--- src/rtl/cls_pkg.sv ---
package cls_pkg;

    localparam int unsigned SLOTS  = 8;
    localparam int unsigned WORD_W = 64;
    localparam int unsigned SEL_W  = $clog2(SLOTS);
    localparam int unsigned LINE_W = SLOTS * WORD_W;

    typedef logic [WORD_W-1:0] word_t;
    typedef word_t [SLOTS-1:0] line_t;

    typedef enum logic {
        DIR_TO_CHIPS   = 1'b0,
        DIR_FROM_CHIPS = 1'b1
    } dir_e;

    typedef struct packed {
        dir_e  dir;
        line_t line;
    } beat_t;

    // Partner slot of index idx inside a stage whose groups are 2**stage wide.
    function automatic int unsigned stage_partner(int unsigned idx, int unsigned stage);
        return idx ^ (32'd1 << stage);
    endfunction

endpackage

--- src/rtl/cls_swap_stage.sv ---
module cls_swap_stage
    import cls_pkg::*;
#(
    parameter int unsigned STAGE = 0
) (
    input  logic  en,
    input  line_t din,
    output line_t dout
);

    for (genvar i = 0; i < SLOTS; i++) begin : g_slot
        localparam int unsigned PARTNER = stage_partner(i, STAGE);
        assign dout[i] = en ? din[PARTNER] : din[i];
    end

endmodule

--- src/rtl/cls_swap_net.sv ---
module cls_swap_net
    import cls_pkg::*;
#(
    parameter int unsigned COL_W = 10
) (
    input  logic [COL_W-1:0] col,
    input  line_t            din,
    output line_t            dout
);

    line_t stage_d [SEL_W+1];

    assign stage_d[0] = din;

    for (genvar s = 0; s < SEL_W; s++) begin : g_stage
        cls_swap_stage #(
            .STAGE (s)
        ) u_stage (
            .en   (col[s]),
            .din  (stage_d[s]),
            .dout (stage_d[s+1])
        );
    end

    assign dout = stage_d[SEL_W];

endmodule

--- src/rtl/cls_out_stage.sv ---
module cls_out_stage
    import cls_pkg::*;
#(
    parameter int unsigned LATENCY = 1
) (
    input  logic  clk,
    input  logic  rst,
    input  logic  in_vld,
    input  beat_t in_beat,
    output logic  out_vld,
    output beat_t out_beat
);

    if (LATENCY == 0) begin : g_comb
        assign out_vld  = in_vld;
        assign out_beat = in_beat;
    end else begin : g_reg
        logic  vld_q;
        beat_t beat_q;

        always_ff @(posedge clk) begin
            if (rst) begin
                vld_q <= 1'b0;
            end else begin
                vld_q <= in_vld;
            end
        end

        always_ff @(posedge clk) begin
            if (rst) begin
                beat_q <= '0;
            end else if (in_vld) begin
                beat_q <= in_beat;
            end
        end

        assign out_vld  = vld_q;
        assign out_beat = beat_q;
    end

endmodule

--- src/rtl/cls_shuffle_top.sv ---
module cls_shuffle_top
    import cls_pkg::*;
#(
    parameter int unsigned COL_W   = 10,
    parameter int unsigned LATENCY = 1
) (
    input  logic              clk,
    input  logic              rst,
    input  logic              in_valid,
    input  logic              in_dir,
    input  logic [COL_W-1:0]  in_col,
    input  logic [LINE_W-1:0] in_line,
    output logic              out_valid,
    output logic              out_dir,
    output logic [LINE_W-1:0] out_line
);

    line_t net_out;
    beat_t beat_d;
    beat_t beat_q;

    cls_swap_net #(
        .COL_W (COL_W)
    ) u_net (
        .col  (in_col),
        .din  (line_t'(in_line)),
        .dout (net_out)
    );

    assign beat_d.dir  = dir_e'(in_dir);
    assign beat_d.line = net_out;

    cls_out_stage #(
        .LATENCY (LATENCY)
    ) u_out (
        .clk      (clk),
        .rst      (rst),
        .in_vld   (in_valid),
        .in_beat  (beat_d),
        .out_vld  (out_valid),
        .out_beat (beat_q)
    );

    assign out_dir  = beat_q.dir;
    assign out_line = beat_q.line;

endmodule

--- config.mk ---
export PLATFORM = sky130hd
export DESIGN_NAME = cls_shuffle_top
export DESIGN_NICKNAME = d
export VERILOG_FILES = /design/src/rtl/cls_pkg.sv /design/src/rtl/cls_swap_stage.sv /design/src/rtl/cls_swap_net.sv /design/src/rtl/cls_out_stage.sv /design/src/rtl/cls_shuffle_top.sv
export SDC_FILE = /design/constraint.sdc
export NUM_CORES = 1
export LEC_CHECK = 0
export CORE_AREA = 2 2 400 402
export CTS_CLUSTER_SIZE = 14
export DETAILED_ROUTE_END_ITERATION = 7
export DIE_AREA = 0 0 402 404
export PLACE_DENSITY = 0.42
export REMOVE_ABC_BUFFERS = 1
export SLEW_MARGIN = 20
export SYNTH_ARGS = -nofsm -noshare
export SYNTH_HDL_FRONTEND = slang
export SYNTH_SLANG_ARGS = --single-unit
--- constraint.sdc ---
create_clock -name clk -period 4.9 [get_ports clk]
set_input_delay 0.98 -clock clk [delete_from_list [all_inputs] [get_ports clk]]
set_output_delay 0.98 -clock clk [all_outputs]
set_load 0.01 [all_outputs]
### After elaboration in Yosys (flattened, before gate mapping)

Cells that the tools add are included.

* magnitude comparators: 0
* $mul: 0
* mux-type cells: 24
* div/mod/pow operators: 0
* eq/ne operators: 0
* shifts and indexed selects: 0
* bitwise operators: 0
* add/subtract/negate cells: 0
* reduce and logical (&&, ||, !) cells: 0

Operators by type and width (count)
* $mux 64: 24

* bits in writable memories: 0
* ROM bits: 0
* register bits after elaboration: 514
* memories kept: 0
* logic and storage cells: 34
* latch bits: 0
* input port bits: 526
* output and inout port bits: 514

### Longest topological paths before layout

* word-level depth: 3
* mapped depth: 7
* mapped depth without buffers: 3

### Cells and area by module

From an unflattened synthesis, not the netlist that was laid out.

* cells, all modules: 3362
* area, all modules: 37465.9 µm²

Modules (own cells, without submodules)
* cls_swap_stage: area each 6408.6 µm², instances 3, cells an instance 569
* cls_out_stage: area each 18240.0 µm², instances 1, cells an instance 1655

### Least setup slack after synthesis

No wires, ideal clock.

* path kind: input to register
* from: input in_col[0]
* to: register, netlist name u_out.out_beat[156]
* buffers on the path: 4
* setup time: 0.086 ns
* path slack: 2.345 ns
* stages: 6
* required time: 4.814 ns
* arrival time: 2.470 ns
* path through: buf_2 -> buf_2 -> buf_2 -> buf_1 -> mux4_2 -> a211oi_1

* word-level cells in the longest chain between the ends: 3

RTL lines
* start, declared: RTL line cls_shuffle_top.sv:11 `input logic [COL_W-1:0] in_col,`
* $mux 64 (2 in series): RTL line cls_swap_stage.sv:13 `assign dout[i] = en ? din[PARTNER] : din[i];`
* $mux 64 *: RTL line cls_swap_stage.sv:13

Every way passes the cells marked *; elsewhere a longest branch is shown, timed or not.
A chain may end at the register's enable or synchronous reset.

### Final worst setup path

* from: register, netlist name u_out.out_beat[298]
* to: output out_line[298]

RTL lines
* end, declared: RTL line cls_shuffle_top.sv:15 `output logic [LINE_W-1:0] out_line`

No word-level cell between the ends.

==> out/qor.yml <==
routing:
  antenna_left: 0
  wl_per_cell_um: 25.8
  viasPerCell: 4.94
  wl_um: 152000
  post-route-drc-count: 0
  drtIter0Drc: 1336
  detail_route.first_pass.iterations: 5
  routed-via-count: 29100
sta:
  timing.final.hold_violations: 0
  finalCriticalPeriod_ns: 2.85
  slew_viol_final: 0
  unrepaired_setup_endpoints_after_global_routing: "false"
  slew_headroom: 0.336
  post-route-period-util: 0.581
  worstMarginPinSlew_ns: 0.996
  timing.final.setup_violations: 0
  max_freq_mhz: 351
  timing.clock.skew_ns: 0
grt:
  grt_max_degree: 117
  globalRoute.totalOverflow: 0
  grt_pass1_wl_um: 215000
  grt_pass1_vias: 29100
  grtUsageTotal: 0.181
  antenna_found_initial: 33
layout:
  area_delta_synth_final_pct: 43.1
  fin_util: 0.311
  commonest_cells_after_routing_fill_and_taps_aside: "clkdlybuf4s50_1 (1027), dfxtp_1 (514), mux2i_1 (513), nor2_1 (513)"
  post_route_cells_drive_above_1_share: 0.188
  layout.cells.non_filler: 5894
  layout_commonest_cell: "clkdlybuf4s50_1"
  design.final.nets: 4285
synthesis:
  ys_seq_area_frac: 0.300
  mapped_area_um2: 34300
  ys_types: 13
  synth-seq-cells: 514
  synthesis.yosys.warnings: 0
  syn-instance-count: 2909
  synth.avg_cell_area_um2: 11.8
die:
  chipHeight_um: 404
  placement_rows: 146
  initial_core_util: 0.217
  die_x_um: 402
  fp.coreArea_um2: 158000
  fp.dieArea_um2: 162000
  top_level_ports: 1040
power:
  pwr_density_cell_nw_per_um2: 292
  p_leak_nw: 17.7
  finalPower_mw: 14.3
  worst_ir_drop_vdd_uv: 233
run:
  max-cap-violations: 0
critical_path:
  cp.required_ns: 3.92
  timing.critical_path.buf_inv: 1
  cp-end-kind: "output port"
  critical_path_s_slowest_cell: "clkdlybuf4s50_1"
  timing.critical_path.arrival_ns: 1.87
  timing_worst_setup_path_type: "register to output port"
  critical_path_peak_fanout: 2
  startpoint_type: "register"
  critical_path.max_stage_delay_ns: 0.87
  crit_path_leading_delay_family: "buffers and inverters"
  timing.critical_path.cells: "clkdlybuf4s50_1"
clock_network:
  post_cts_resized: 0
  cts_made_buffers: 74
  cts_post_setup_buffers_inserted: 0
  cts_hold_repair.buffers: 0
  cts.sinks: 514
  max-clock-path-buffers: 3
  htree_levels: 3
  cts.clk_slew.worst_paths_ns: 0.06
  worst_skew_pair.late_latency_ns: 0.64
  clockRootBuffer: "clkbuf_16"
  tritoncts: "built"
placed_design:
  place.detailed.instances: 5755
  dp.final_hpwl_um: 117000
  place.gp.congestion: 0.846
  portBuffers: 1032
run_status:
  run_status: "finished clean"
hold_path:
  timing.hold.worst.class: "register to register"
## power breakdown
group / total (mW) / switching (mW) / internal [mW]
clock: 5.41 / 2.29 / 3.11
sequential: 4.76 / 0.212 / 4.55
combinational: 4.16 / 1.94 / 2.23
## stage by stage
step                hold WS (ns)  area, um^2  setup slack, ns  TNS (ns)
global route               0.496       49100             1.86         0
floorplan                  0.499       32700           -0.880   -284.95
CTS                        0.483       49100             1.88         0
global placement           0.472       46700             1.51         0
finish                     0.481       49100             2.05         0
detailed placement         0.476       46700             1.51         0
## routing by layer
layer,wire length [um],track usage,vias to the layer above
met5,252,0,-
met4,4550,0.0623,38
met1,60600,0.212,14600
met2,76200,0.315,832
met3,10300,0.0525,206
li1,-,-,13400
## cells by family (layout without fill, tap and decap cells)
| family | after synthesis | count (layout) | share of synthesized area |
|---|---|---|---|
| buffers and inverters | 344 | 1247 | 0.0461 |
| muxes | 1025 | 1025 | 0.486 |
| other | 0 | 10 | 0 |
| AOI/OAI and AO/OA | 512 | 512 | 0.112 |
| and+or+nand+nor | 514 | 514 | 0.0563 |
| DFF | 514 | 514 | 0.300 |
## registers in the layout (all words and copies together), names as in the netlist
name	cells
u_out.out_vld	1
u_out.out_beat	513
## area by class of cell
class                   instances  area (um^2)
flip-flops and latches        514        10300
diodes                         10         25.0
multi-input cells            2051        22400
repair buffers               1116        11300
clock inverters                25          275
well taps                    2072         2590
clock buffers                 104         2090
inverters                       2         22.5
fillers                     16200       109000
## cells in the mapped netlist
cell,count,share of area
buf_4,52,0.011
mux2i_1,513,0.15
nor2b_1,1,0.00018
dfxtp_1,514,0.30
inv_2,2,0.00022
a211oi_1,512,0.11
clkbuf_4,1,0.00022
buf_6,1,0.00033
nor2_1,513,0.056
mux4_2,512,0.34
clkbuf_1,181,0.020
buf_1,39,0.0043
buf_2,68,0.0099
## tightest hold or removal path, delay by kind of cell, from the launching register on
family / cells / cell delay (ns)
compound gates: 1 / 0.05
simple gates: 1 / 0.08
flops: 1 / 0.30
## worst paths after layout
path,startpoint,to,slack [ns],cells past startpoint
worst min-delay path,u_out.out_beat[162],u_out.out_beat[162],0.48,2
worst min register to register,u_out.out_beat[162],u_out.out_beat[162],0.48,2
worst max-delay path,u_out.out_beat[298],out_line[298],2.05,1
worst max register to register,u_out.out_beat[42],u_out.out_beat[42],3.93,2
No activity file was read; power rests on OpenSTA's default activity.
